$ cat src/rtl/aclink_pkg.sv
package aclink_pkg;
  localparam int TAG_W   = 16;
  localparam int SLOT_W  = 20;
  localparam int NSLOT   = 12;
  localparam int WORD_W  = 16;
  localparam int SEG_W   = 64;
  localparam int FRAME_W = TAG_W + NSLOT * SLOT_W;
  localparam int CNT_W   = $clog2(FRAME_W);
  localparam int PAD_W   = SLOT_W - WORD_W;
  localparam int SEGS    = FRAME_W / SEG_W;
  localparam int SEG_IW  = $clog2(SEGS);

  // last bit of a word in the current layout
  function automatic logic word_last(input logic pk, input logic [CNT_W-1:0] c);
    int ci;
    ci = int'(c);
    if (pk) return (ci % WORD_W) == WORD_W - 1;
    if (ci < TAG_W) return ci == TAG_W - 1;
    return ((ci - TAG_W) % SLOT_W) == SLOT_W - 1;
  endfunction

  // zero-fill position inside an aligned 20-bit slot
  function automatic logic pad_bit(input logic pk, input logic [CNT_W-1:0] c);
    int ci;
    ci = int'(c);
    if (pk || ci < TAG_W) return 1'b0;
    return ((ci - TAG_W) % SLOT_W) >= WORD_W;
  endfunction

  // last bit of a segment (packed) or of the frame (aligned)
  function automatic logic seg_last(input logic pk, input logic [CNT_W-1:0] c);
    int ci;
    ci = int'(c);
    if (pk) return (ci % SEG_W) == SEG_W - 1;
    return ci == FRAME_W - 1;
  endfunction

  // choose the kept bits of a completed received word
  function automatic logic [WORD_W-1:0] rx_pick(input logic pk, input logic [CNT_W-1:0] c,
                                                input logic [SLOT_W-1:0] v);
    if (pk || int'(c) < TAG_W) return v[WORD_W-1:0];
    return v[SLOT_W-1:PAD_W];
  endfunction
endpackage

$ cat src/rtl/aclink_timer.sv
module aclink_timer
  import aclink_pkg::*;
(
  input  logic              clk,
  input  logic              rst_n,
  input  logic [1:0]        mode_i,
  output logic              run_o,
  output logic              pk_o,
  output logic [CNT_W-1:0]  cnt_o,
  output logic              load_o,
  output logic              fsync_o,
  output logic              done_o,
  output logic [SEG_IW-1:0] seg_o
);
  localparam logic [CNT_W-1:0] LAST = CNT_W'(FRAME_W - 1);
  localparam logic [CNT_W-1:0] SYNC_END = CNT_W'(TAG_W);

  logic run_q, pk_q, done_q;
  logic [CNT_W-1:0] cnt_q;
  logic valid;

  assign valid = mode_i[1];

  always_ff @(posedge clk or negedge rst_n) begin
    if (!rst_n) begin
      run_q  <= 1'b0;
      pk_q   <= 1'b0;
      cnt_q  <= '0;
      done_q <= 1'b0;
    end else begin
      done_q <= run_q && seg_last(pk_q, cnt_q);
      if (!valid) begin
        run_q <= 1'b0;
        cnt_q <= '0;
      end else if (!run_q) begin
        run_q <= 1'b1;
        cnt_q <= '0;
        pk_q  <= mode_i[0];
      end else if (cnt_q == LAST) begin
        cnt_q <= '0;
        pk_q  <= mode_i[0];
      end else begin
        cnt_q <= cnt_q + 1'b1;
      end
    end
  end

  assign run_o   = run_q;
  assign pk_o    = pk_q;
  assign cnt_o   = cnt_q;
  assign load_o  = valid && (!run_q || word_last(pk_q, cnt_q));
  assign fsync_o = run_q && (cnt_q < SYNC_END);
  assign done_o  = done_q;
  assign seg_o   = (run_q && pk_q) ? cnt_q[CNT_W-1 -: SEG_IW] : '0;

  // a valid frame end flows into bit 0 of the next frame
  a_r1_wrap: assert property (@(posedge clk) disable iff (!rst_n)
    run_q && valid && cnt_q == LAST |=> run_q && cnt_q == '0);
  // sync only rises on bit 0
  a_r2_sync_rise: assert property (@(posedge clk) disable iff (!rst_n)
    $rose(fsync_o) |-> cnt_q == '0);
  // segment pulse only follows a running cycle
  a_r8_done_run: assert property (@(posedge clk) disable iff (!rst_n)
    done_q |-> $past(run_q));
endmodule

$ cat src/rtl/aclink_tx.sv
module aclink_tx
  import aclink_pkg::*;
(
  input  logic              clk,
  input  logic              rst_n,
  input  logic              run_i,
  input  logic              pk_i,
  input  logic [CNT_W-1:0]  cnt_i,
  input  logic              load_i,
  input  logic [WORD_W-1:0] tx_data_i,
  input  logic              tx_valid_i,
  output logic              tx_ready_o,
  output logic              sdo_o,
  output logic              underflow_o
);
  logic [WORD_W-1:0] hold_q;
  logic              hold_full;
  logic [SLOT_W-1:0] sh_q;
  logic              unf_q;

  always_ff @(posedge clk or negedge rst_n) begin
    if (!rst_n) begin
      hold_q    <= '0;
      hold_full <= 1'b0;
      sh_q      <= '0;
      unf_q     <= 1'b0;
    end else begin
      if (tx_valid_i && !hold_full) begin
        hold_q    <= tx_data_i;
        hold_full <= 1'b1;
      end else if (load_i) begin
        hold_full <= 1'b0;
      end
      if (load_i) begin
        if (hold_full) sh_q <= {hold_q, {PAD_W{1'b0}}};
        else begin
          sh_q  <= '0;
          unf_q <= 1'b1;
        end
      end else if (run_i) begin
        sh_q <= {sh_q[SLOT_W-2:0], 1'b0};
      end else begin
        sh_q <= '0;
      end
    end
  end

  assign tx_ready_o  = !hold_full;
  assign sdo_o       = run_i && sh_q[SLOT_W-1];
  assign underflow_o = unf_q;

  // pad positions of aligned 20-bit slots are zero on the wire
  a_r4_pad_zero: assert property (@(posedge clk) disable iff (!rst_n)
    run_i && pad_bit(pk_i, cnt_i) |-> !sdo_o);
  // underflow flag is sticky
  a_r10_sticky: assert property (@(posedge clk) disable iff (!rst_n)
    unf_q |=> unf_q);
  // a held word waits untouched until a slot takes it
  a_r12_hold_kept: assert property (@(posedge clk) disable iff (!rst_n)
    hold_full && !load_i |=> hold_full && $stable(hold_q));
endmodule

$ cat src/rtl/aclink_rx.sv
module aclink_rx
  import aclink_pkg::*;
(
  input  logic              clk,
  input  logic              rst_n,
  input  logic              run_i,
  input  logic              pk_i,
  input  logic [CNT_W-1:0]  cnt_i,
  input  logic              sdi_i,
  input  logic              rx_take_i,
  output logic [WORD_W-1:0] rx_data_o,
  output logic              rx_full_o,
  output logic              overflow_o
);
  logic              sdi_q;
  logic [SLOT_W-1:0] sh_q;
  logic [SLOT_W-1:0] sh_in;
  logic [WORD_W-1:0] data_q;
  logic              full_q, ovf_q;
  logic              wdone, blocked;

  // falling-edge sample of the serial input
  always_ff @(negedge clk or negedge rst_n) begin
    if (!rst_n) sdi_q <= 1'b0;
    else        sdi_q <= sdi_i;
  end

  assign sh_in   = {sh_q[SLOT_W-2:0], sdi_q};
  assign wdone   = run_i && word_last(pk_i, cnt_i);
  assign blocked = full_q && !rx_take_i;

  always_ff @(posedge clk or negedge rst_n) begin
    if (!rst_n) begin
      sh_q   <= '0;
      data_q <= '0;
      full_q <= 1'b0;
      ovf_q  <= 1'b0;
    end else begin
      sh_q <= run_i ? sh_in : '0;
      if (wdone && !blocked) begin
        data_q <= rx_pick(pk_i, cnt_i, sh_in);
        full_q <= 1'b1;
      end else if (rx_take_i) begin
        full_q <= 1'b0;
      end
      if (wdone && blocked) ovf_q <= 1'b1;
    end
  end

  assign rx_data_o  = data_q;
  assign rx_full_o  = full_q;
  assign overflow_o = ovf_q;

  // a word arriving at a full register is dropped and flagged
  a_r11_keep_old: assert property (@(posedge clk) disable iff (!rst_n)
    wdone && full_q && !rx_take_i |=> $stable(data_q) && ovf_q);
  // overflow flag is sticky
  a_r11_sticky: assert property (@(posedge clk) disable iff (!rst_n)
    ovf_q |=> ovf_q);
endmodule

$ cat src/rtl/aclink_framer.sv
module aclink_framer
  import aclink_pkg::*;
(
  input  logic              bclk,
  input  logic              rst_n,
  input  logic [1:0]        mode,
  input  logic [WORD_W-1:0] tx_data,
  input  logic              tx_valid,
  output logic              tx_ready,
  output logic [WORD_W-1:0] rx_data,
  output logic              rx_full,
  input  logic              rx_take,
  output logic              sdo,
  input  logic              sdi,
  output logic              fsync,
  output logic              seg_done,
  output logic [SEG_IW-1:0] seg_idx,
  output logic              tx_underflow,
  output logic              rx_overflow
);
  logic             run, pk, load;
  logic [CNT_W-1:0] cnt;

  aclink_timer u_timer (
    .clk(bclk), .rst_n(rst_n), .mode_i(mode),
    .run_o(run), .pk_o(pk), .cnt_o(cnt), .load_o(load),
    .fsync_o(fsync), .done_o(seg_done), .seg_o(seg_idx)
  );

  aclink_tx u_tx (
    .clk(bclk), .rst_n(rst_n), .run_i(run), .pk_i(pk), .cnt_i(cnt),
    .load_i(load), .tx_data_i(tx_data), .tx_valid_i(tx_valid),
    .tx_ready_o(tx_ready), .sdo_o(sdo), .underflow_o(tx_underflow)
  );

  aclink_rx u_rx (
    .clk(bclk), .rst_n(rst_n), .run_i(run), .pk_i(pk), .cnt_i(cnt),
    .sdi_i(sdi), .rx_take_i(rx_take), .rx_data_o(rx_data),
    .rx_full_o(rx_full), .overflow_o(rx_overflow)
  );

  // a stopped link keeps sync and data low
  a_r7_idle_quiet: assert property (@(posedge bclk) disable iff (!rst_n)
    !run |-> !fsync && !sdo);
endmodule

$ cat config.mk
export PLATFORM = sky130hd
export DESIGN_NAME = aclink_framer
export DESIGN_NICKNAME = d
export VERILOG_FILES = /design/src/rtl/aclink_pkg.sv /design/src/rtl/aclink_timer.sv /design/src/rtl/aclink_tx.sv /design/src/rtl/aclink_rx.sv /design/src/rtl/aclink_framer.sv
export SDC_FILE = /design/constraint.sdc
export NUM_CORES = 1
export LEC_CHECK = 0
export BUFFER_PORTS_ARGS = -buffer_cell sky130_fd_sc_hd__buf_2
export CAP_MARGIN = 20
export CORE_ASPECT_RATIO = 1.1
export CORE_MARGIN = 2
export CORE_UTILIZATION = 40
export DETAILED_ROUTE_END_ITERATION = 10
export HOLD_SLACK_MARGIN = 0.06
export SLEW_MARGIN = 40
export SYNTH_ARGS = -nofsm -noshare
export SYNTH_HDL_FRONTEND = slang
export SYNTH_HIERARCHICAL = 1
export SYNTH_SLANG_ARGS = --single-unit
$ cat constraint.sdc
create_clock -name bclk -period 10.9 [get_ports bclk]
set_clock_uncertainty 0.1 [all_clocks]
set_input_delay 1.635 -clock bclk [delete_from_list [all_inputs] [get_ports bclk]]
set_output_delay 1.635 -clock bclk [all_outputs]
set_load 0.01 [all_outputs]
==> metrics.md, run 1 <==
| Metric | Value |
|---|---|
| Outcome | `completed` |
| Setup Buffers After CTS | `0` |
| Hold_buf cts | `0` |
| Maximum number of pins on one net before global-route repair | `84` |
| DRT Wirelength | `12,200 um` |
| Main synth FF type | `dfrtp_1` |
| Min-delay src | `u_tx/sh_q[15]` |
| Die H | `125 um` |
| Mapped Cells | `506` |
| Avg Cell Area, Syn | `10.6 um2` |
| Max-slew violation total from the final report | `0` |
| Htree depth | `3` |
| Avg WL per Cell | `17.2 um` |
| Placer Congestion | `0.861` |
| Gr usage total | `0.174` |
| Worst-path clk slew | `60 ps` |
| Die X | `114 um` |
| Slowest stage cell, crit path | `buf_6` |
| Clock root buffer | `clkbuf_16` |
| DP HPWL | `8450 um` |
| Drt pass-1 iters | `5` |
| Synth warn | `6` |
| Bufs and invs on worst path | `1` |
| Yosys reg bits | `83` |
| Synth unique cells | `97` |
| Slew at the pin closest to its max-slew limit | `802 ps` |
| Crit path required time | `5830 ps` |
| Final setup violation count | `0` |
| Slowest stage delay, CP | `about 530 ps` |
| DP Area | `5650 um2` |
| RSZ-0062 raised after global routing | `false` |
| TNS Setup | `0 ps` |
| Critical setup path kind | `primary input to asynchronous set/reset pin` |
| Final net count | `575` |
| WP data arrival | `2170 ps` |
| Clock buffer count from CTS | `9` |
| FILL cells | `1,201` |
| DRT iter0 DRCs | `404` |
| N_diodes | `0` |
| Clock latency on the worst-skew pair | `330 ps` |
| Delay-heaviest family, CP | `buffers and inverters` |
| Gates resized, CTS repair | `0` |
| Final Instance Area | `5990 um2` |
| CP Max Fanout | `83` |
| Antenna violations before repair | `0` |
| Core ar. | `13,200 um2` |
| Leak | `2.70 nW` |
| Area growth from synthesis to layout | `11.8%` |
| DRC Markers | `0` |
| Rows | `44` |
| Async SR Flop Fraction | `1.00` |
| Post-synth EDFFs | `0` |
| Origin of the worst setup path | `rst_n` |
| VDD IR-drop max | `0.000124 V` |
| Synth Cell Area | `5360 um2` |
| Seq/Total Area, Yosys | `0.388` |
| PwrDens | `134 nW/um2` |
| GR Overflow Total | `0` |
| Crit-path cells | `buf_6` |
| Die Area | `around 14,000 um2` |
| Routed vias | `around 4,200` |
| Tot Pwr | `0.805 mW` |
| Hold Crit Class | `register to register` |
| Clk sinks | `83` |
| # IOs | `48` |
| Final ANT Viol Nets | `0` |
| Vias/cell | `between 5 and 6` |
| Reg-to-reg critical path startpoint | `u_rx/sdi_q` |
| Synthesized net count | `538` |
| CTS Buffer Depth | `2` |
| Worst setup SP type | `primary input` |
| Slew HR | `0.461` |
| Crit. End Element | `asynchronous set/reset pin` |
| I/O Buffers | `47` |
| Hold slack | `362 ps` |
| First-pass GRT wire length | `20,300 um` |
| TritonCTS clock tree | `built` |
| Initial Util | `0.407` |
| Layout cell share with drive strength beyond 1 | `0.269` |
| Final Hold Fails | `0` |
| Vias in the first global route | `4,085` |
| Max-Cap Viols | `0` |
## state kept, by name, indices dropped and copies added (netlist names), 8 cells and up
register / count
u_rx/sh_q: 19
u_rx/rx_data_o: 16
u_timer/cnt_o: 8
u_tx/sh_q: 16
u_tx/hold_q: 16
## synthesized netlist by cell type, types with 5 or more instances
cell type | count | area, um2
ha_1 | 9 | 113
and3_1 | 6 | 37.5
mux2_4 | 19 | 285
o21ai_0 | 10 | 50.1
a22o_1 | 15 | 131
inv_1 | 15 | 56.3
o22ai_1 | 6 | 37.5
clkbuf_1 | 6 | 22.5
and2_1 | 22 | 138
nand3_1 | 18 | 90.1
nor3_1 | 8 | 40.0
buf_2 | 8 | 40.0
a21oi_1 | 17 | 85.1
xnor2_1 | 16 | 140
dfrtp_1 | 82 | 2050
nor2_1 | 37 | 139
nand4b_1 | 5 | 43.8
mux2_1 | 9 | 101
nand2_1 | 37 | 139
nand4_1 | 8 | 50.1
buf_6 | 9 | 101
mux2_2 | 21 | 236
a31oi_1 | 6 | 37.5
## path summary, 6_finish.rpt
path,to,slack [ps],cells after the start
min,u_tx/sh_q[16],360,1
max in group bclk,u_rx/sdi_q,3810,1
max,u_rx/sdi_q,3650,1
max reg2reg,u_rx/rx_data_o[0],4380,2
min in group asynchronous,u_rx/sh_q[1],1250,1
min reg2reg,u_tx/sh_q[16],360,1
## where the power goes
| group | internal, mW | switching [mW] |
|---|---|---|
| sequential | 0.342 | 0.0222 |
| combinational | 0.0561 | 0.0520 |
| clock | 0.221 | 0.112 |
## cells in the final DEF (no fill, tap or decap), types with 5 or more instances in the layout
cell type,netlist,layout
nor3_1,8,8
a22o_1,15,15
and3_1,6,6
o21ai_0,10,10
mux2_1,9,9
a21oi_1,17,17
nand2_1,37,37
o22ai_1,6,6
buf_2,8,47
nand3_1,18,18
dfrtp_1,82,79
ha_1,9,9
xnor2_1,16,15
nor2_1,37,37
mux2_4,19,19
inv_1,15,15
clkbuf_16,0,9
mux2_2,21,21
and2_1,22,22
nand4_1,8,8
a31oi_1,6,6
nand4b_1,5,5
## per-stage QoR
stage	util	setup WS [ps]	cells
finish	0.455	3650	708
floorplan	-	3570	506
detailed placement	0.430	3230	693
CTS	0.455	3590	708
global route	0.455	3500	708
global placement	0.428	2950	692
## per-layer routing
metal  up-vias  track usage  wire (um)
met3        30       0.0208        552
li1       1957            -          -
met2       153        0.275       5820
met4         0       0.0646        216
met1      2054        0.247       5610
met5         -            0          0
## worst reg2reg max path, stage by stage, from the launching register on
cell,delay (ps)
dfrtn_1,330
mux2_2,250
mux2_4,260
## logic make-up after synthesis
kind of cell | after synthesis | synth area share
compound gates | 117 | 0.183
xor+xnor | 23 | 0.0439
fa+ha+maj | 9 | 0.0210
buf+inv | 39 | 0.0439
flops | 83 | 0.388
mux | 52 | 0.122
simple gates | 183 | 0.199
## area by class of cell
type                       count  area, um2  share of cell area
timing repair buffer          50        262              0.0437
tap                          161        201              0.0336
sequential                    83       2080               0.347
clock buffer                   9        225              0.0376
multi-input combinational    384       3060               0.511
clock inverter                 6        105              0.0175
inverter                      15       56.3             0.00940
Power figures use the tool's default switching activity.
==> run 2, diff against run 1 <==
==> constraint.sdc (replaced) <==
create_clock -name bclk -period 5.8 [get_ports bclk]
set_clock_uncertainty 0.1 [all_clocks]
set_input_delay 0.87 -clock bclk [delete_from_list [all_inputs] [get_ports bclk]]
set_output_delay 0.87 -clock bclk [all_outputs]
set_load 0.01 [all_outputs]
==> metrics.md, run 2 (synthesized netlist as in run 1, its figures left out) <==
| Metric | Value |
|---|---|
| Die H | `125 um (unchanged)` |
| CP Max Fanout | `16 (-81%)` |
| Final min period | `4910 ps` |
| Reg2Reg Depth | `11 (+9)` |
| Core ar. | `13,200 um2 (unchanged)` |
| DRT iter0 DRCs | `405 (+0.25%)` |
| Hold_buf cts | `0 (unchanged)` |
| TNS Setup | `0 ps (unchanged)` |
| Clock root buffer | `clkbuf_16` |
| Routed vias | `4,164 (-0.72%)` |
| Antenna violations before repair | `0 (unchanged)` |
| DRC Markers | `0 (unchanged)` |
| Slew at the pin closest to its max-slew limit | `752 ps (-50.2 ps)` |
| Outcome | `completed` |
| Gates resized, CTS repair | `0 (unchanged)` |
| I/O Buffers | `47 (unchanged)` |
| Htree depth | `3 (unchanged)` |
| PnR worst setup slack | `894 ps (-2760 ps)` |
| Period utilization | `0.846` |
| CTS Buffer Depth | `2 (unchanged)` |
| Fmax | `slightly above 0.2 GHz` |
| Hold Crit Class | `register to register` |
| Most frequent cells in the layout | `dfrtp_1, buf_2, nor2_1, nand2_1, and2_1` |
| N_diodes | `0 (unchanged)` |
| Clk sinks | `83 (unchanged)` |
| Origin of the worst setup path | `u_timer/cnt_o[0]` |
| Final Instance Area | `6010 um2 (+0.27%)` |
| Worst R2R End | `u_rx/rx_data_o[9]` |
| Die X | `114 um (unchanged)` |
| Most common cell after layout, fill and taps aside | `dfrtp_1` |
| Clock latency on the worst-skew pair | `330 ps (about the same)` |
| Avg WL per Cell | `16.9 um (-1.9%)` |
| Maximum number of pins on one net before global-route repair | `83 (-1.2%)` |
| First-pass GRT wire length | `20,100 um (-1.0%)` |
| Leak | `2.71 nW (+0.43%)` |
| Place WS | `927 ps (-2300 ps)` |
| Max-Cap Viols | `0 (unchanged)` |
| VDD IR-drop max | `0.000211 V (+71%)` |
| DP Area | `5670 um2 (+0.31%)` |
| Final core utilization | `0.456 (+0.00124)` |
| Slew HR | `0.499 (+0.0380)` |
| Slack of the worst reg-to-reg path | `890 ps (-3490 ps)` |
| RSZ-0062 raised after global routing | `false` |
| Rows | `44 (unchanged)` |
| Gr usage total | `0.172 (-0.00203)` |
| # IOs | `48 (unchanged)` |
| Vias in the first global route | `4,008 (-1.9%)` |
| PwrDens | `239 nW/um2 (+78%)` |
| Layout cell share with drive strength beyond 1 | `0.274 (+0.00481)` |
| Max reg flops | `19 (unchanged)` |
| Worst setup SP type | `register` |
| Most flops, register | `u_rx/sh_q` |
| Crit. End Element | `register` |
| Placer Congestion | `0.932 (+8.2%)` |
| GR Overflow Total | `0 (unchanged)` |
| Final net count | `579 (+0.70%)` |
| Hold slack | `366 ps (+3.26 ps)` |
| TritonCTS clock tree | `built` |
| WP data arrival | `5010 ps (+2840 ps)` |
| DP HPWL | `8520 um (+0.85%)` |
| Final ANT Viol Nets | `0 (unchanged)` |
| Final Hold Fails | `0 (unchanged)` |
| Final setup violation count | `0 (unchanged)` |
| Crit path to | `u_rx/rx_data_o[9]` |
| Vias/cell | `5.84 (-1.4%)` |
| Drt pass-1 iters | `9 (+4)` |
| Clock buffer count from CTS | `9 (unchanged)` |
| Critical setup path kind | `register to register` |
| Worst-path clk slew | `60 ps (about the same)` |
| Die Area | `14,300 um2 (unchanged)` |
| Setup Buffers After CTS | `0 (unchanged)` |
| Crit path required time | `5910 ps (+80 ps)` |
| DRT Wirelength | `12,000 um (-1.2%)` |
| Initial Util | `0.407 (unchanged)` |
| Area growth from synthesis to layout | `12.1%` |
| Max-slew violation total from the final report | `0 (unchanged)` |
| Reg-to-reg critical path startpoint | `u_timer/cnt_o[0]` |
## run 2: cell types whose count changed in the layout (fill, tap and decap cells not counted), sizes merged
cell and change:
inv +1, buf +3, bufinv -3, clkbuf +4
## run 2: how the worst min path moves through the flow
stage | startpoint | to | slack [ps] | cells after the start
2_1_floorplan | u_tx/sh_q[9] | u_tx/sh_q[10] | 340 | 1
3_3_place_gp | u_tx/sh_q[14] | u_tx/sh_q[15] | 350 | 1
3_5_place_dp | u_tx/sh_q[18] | u_tx/sh_q[19] | 350 | 1
4_1_cts | u_tx/sh_q[14] | u_tx/sh_q[15] | 370 | 1
5_1_grt | u_tx/sh_q[5] | u_tx/sh_q[6] | 390 | 1
6_report | u_tx/sh_q[14] | u_tx/sh_q[15] | 370 | 1
## run 2: worst max-delay path: stages, from the launching register on
cell,delay (ps)
dfrtp_1,610
inv_1,100
ha_1,330
nor4b_2,450
xor2_1,530
nand2_1,300
nand4_1,170
o2111ai_1,200
a2111oi_2,430
a31oi_1,160
or4_2,980
mux2_1,420
## run 2: cell type report
class                   instances  area (um2)
well taps                     161         201
inverters                      15        56.3
repair buffers                 54         312
fillers                      1223        7150
clock buffers                  12         267
flip-flops and latches         83        2080
clock inverters                 4        31.3
multi-input cells             384        3060
## run 2: where the power goes
group	internal, mW	switching [mW]	total, mW
Sequential	0.642	0.0388	0.681
Combinational	0.109	0.101	0.210
Clock	0.327	0.218	0.545
Total	1.08	0.358	1.44
## run 2: through the flow
stage               std cells  power [mW]
floorplan                 506       0.839
global placement          695       0.889
detailed placement        695       0.897
CTS                       711        1.45
global route              713        1.51
finish                    713        1.44
## run 2: layer usage
| metal | vias to the layer above | GRT usage | part of all wire |
|---|---|---|---|
| li1 | 1966 | - | - |
| met1 | 2030 | 0.233 | 0.45 |
| met2 | 131 | 0.277 | 0.48 |
| met3 | 37 | 0.0223 | 0.036 |
| met4 | 0 | 0.0739 | 0.030 |
| met5 | - | 0 | 0 |
==> run 3, diff against run 2 <==
==> constraint.sdc (replaced) <==
create_clock -name bclk -period 4.3 [get_ports bclk]
set_clock_uncertainty 0.1 [all_clocks]
set_input_delay 0.645 -clock bclk [delete_from_list [all_inputs] [get_ports bclk]]
set_output_delay 0.645 -clock bclk [all_outputs]
set_load 0.01 [all_outputs]
==> metrics.md, run 3 (synthesized netlist as in run 1, its figures left out) <==
| Metric | Value |
|---|---|
| Outcome | `completed` |
| DP HPWL | `9060 um (+6.4%)` |
| Worst-path clk slew | `60 ps (about the same)` |
| Gr usage total | `0.187 (+0.0148)` |
| DRT iter0 DRCs | `218 (-46%)` |
| Die X | `114 um (unchanged)` |
| Final setup violation count | `0 (unchanged)` |
| Clk sinks | `83 (unchanged)` |
| PwrDens | `325 nW/um2 (+36%)` |
| Hold_buf cts | `0 (unchanged)` |
| Vias/cell | `5.82 (-0.40%)` |
| Final Instance Area | `6260 um2 (+4.3%)` |
| GR Overflow Total | `0 (unchanged)` |
| Slew HR | `0.516 (+0.0169)` |
| First-pass GRT wire length | `21,500 um (+6.8%)` |
| DRC Markers | `0 (unchanged)` |
| Crit path required time | `4410 ps (-1500 ps)` |
| # IOs | `48 (unchanged)` |
| Most frequent cells in the layout | `dfrtp_1, buf_2, nor2_1, nand2_1, buf_4` |
| FILL cells | `1,215 (-0.65%)` |
| Max-Cap Viols | `0 (unchanged)` |
| VDD IR-drop max | `0.000277 V (+31%)` |
| Final min period | `4160 ps (-742 ps)` |
| Most flops, register | `u_rx/sh_q` |
| Period utilization | `0.968 (+0.122)` |
| Htree depth | `3 (unchanged)` |
| Area growth from synthesis to layout | `17.0%` |
| Worst setup SP type | `register` |
| Core ar. | `13,200 um2 (unchanged)` |
| Drt pass-1 iters | `5 (-4)` |
| Rows | `44 (unchanged)` |
| Reg-to-reg critical path startpoint | `u_timer/cnt_o[4]` |
| Maximum number of pins on one net before global-route repair | `83 (unchanged)` |
| Fmax | `0.240 GHz (+18%)` |
| Initial Util | `0.407 (unchanged)` |
| Die Area | `14,300 um2 (unchanged)` |
| CP Max Fanout | `16 (unchanged)` |
| Clock buffer count from CTS | `9 (unchanged)` |
| CTS Buffer Depth | `2 (unchanged)` |
| Placer Congestion | `0.930 (-0.23%)` |
| Origin of the worst setup path | `u_timer/cnt_o[4]` |
| Avg WL per Cell | `17.4 um (+2.7%)` |
| Slew at the pin closest to its max-slew limit | `726 ps (-25.3 ps)` |
| I/O Buffers | `47 (unchanged)` |
| N_diodes | `0 (unchanged)` |
| Final net count | `602 (+4.0%)` |
| Max reg flops | `19 (unchanged)` |
| Final ANT Viol Nets | `0 (unchanged)` |
| Max-slew violation total from the final report | `0 (unchanged)` |
| WP data arrival | `4280 ps (-730 ps)` |
| Hold Crit Class | `primary input to asynchronous set/reset pin` |
| Multi-input combinational cell area | `3140 um2 (+2.7%)` |
| DP Area | `5830 um2 (+2.8%)` |
| Die H | `125 um (unchanged)` |
| DRT Wirelength | `12,800 um (+6.0%)` |
| Routed vias | `4,281 (+2.8%)` |
| Final core utilization | `0.476 (+0.0197)` |
| TritonCTS clock tree | `built` |
| Final Hold Fails | `0 (unchanged)` |
| Layout cell share with drive strength beyond 1 | `0.310 (+0.0360)` |
| Crit. End Element | `register` |
| Antenna violations before repair | `0 (unchanged)` |
| Reg area | `2080 um2 (unchanged)` |
| Critical setup path kind | `register to register` |
| Leak | `2.84 nW (+4.8%)` |
| Vias in the first global route | `4,273 (+6.6%)` |
| Clock latency on the worst-skew pair | `340 ps (about the same)` |
| Clock root buffer | `clkbuf_16` |
| Most common cell after layout, fill and taps aside | `dfrtp_1` |
[run 3: changes by cell type in the layout (fill, tap and decap cells not counted), moves of 2 or more]
cell / delta
clkbuf_8: -2
clkbuf_1: +2
bufinv_16: +2
buf_4: +24
[run 3: per-layer routing]
layer | vias to the layer above | share of wire | GRT usage | routed length [um]
met5 | - | 0 | 0 | 0
met4 | 0 | 0.030 | 0.0825 | 377
met3 | 29 | 0.046 | 0.0325 | 582
met2 | 130 | 0.48 | 0.298 | 6070
met1 | 2101 | 0.45 | 0.249 | 5740
li1 | 2021 | - | - | -
[run 3: stage by stage]
step | setup TNS (ps) | instances | total power [mW] | setup slack [ps] | hold WS (ps)
floorplan | 0 | 506 | 1.13 | 4.92 | 249
finish | 0 | 736 | 2.04 | 136 | 351
CTS | 0 | 732 | 2.06 | 76.1 | 370
detailed placement | 0 | 716 | 1.22 | 106 | 352
global route | -6.63 | 736 | 2.14 | -6.63 | 384
global placement | 0 | 715 | 1.21 | 61.9 | 349
[run 3: final cells by class]
cell class | instances | share of cell area
clock inverters | 4 | 0.0122
multi-input cells | 384 | 0.501
inverters | 15 | 0.00899
clock buffers | 12 | 0.0393
flip-flops and latches | 83 | 0.332
well taps | 161 | 0.0322
repair buffers | 77 | 0.0741
[run 3: timing repair]
| item | 4_1_cts | 5_1_grt |
|---|---|---|
| endpoints found under the setup margin | 0 | 31 |
| resized for setup | 0 | 12 |
| buffers inserted | 0 | 4 |
| hold endpoints to repair | 0 | 0 |
[run 3: critical path, cell delays in order, from the launching register on]
cell      delay (ps)
dfrtp_2          410
inv_1            130
ha_2             190
or3b_4           470
a32o_1           290
o211ai_4         290
nand2_1          160
o31ai_2          290
nor4_1           110
o311a_1          350
o211a_1          130
or4_1            530
buf_4            240
mux2_1           340
[run 3: worst paths after layout]
| kind | end | slack, ps | depth (start not counted) |
|---|---|---|---|
| worst max register to register | u_rx/rx_data_o[12] | 140 | 13 |
| min in group bclk | u_tx/sh_q[9] | 370 | 1 |
| worst min register to register | u_tx/sh_q[9] | 370 | 1 |
| worst min-delay path | u_rx/sh_q[2] | 350 | 2 |
| max in group asynchronous | u_rx/sdi_q | 1970 | 1 |
| worst max-delay path | u_rx/rx_data_o[12] | 140 | 13 |
[run 3: power by group]
| part | internal, mW | switching, mW | leakage, nW |
|---|---|---|---|
| Combinational | 0.153 | 0.142 | 1.60 |
| Sequential | 0.866 | 0.0498 | 1.10 |
| Clock | 0.526 | 0.302 | 0.153 |
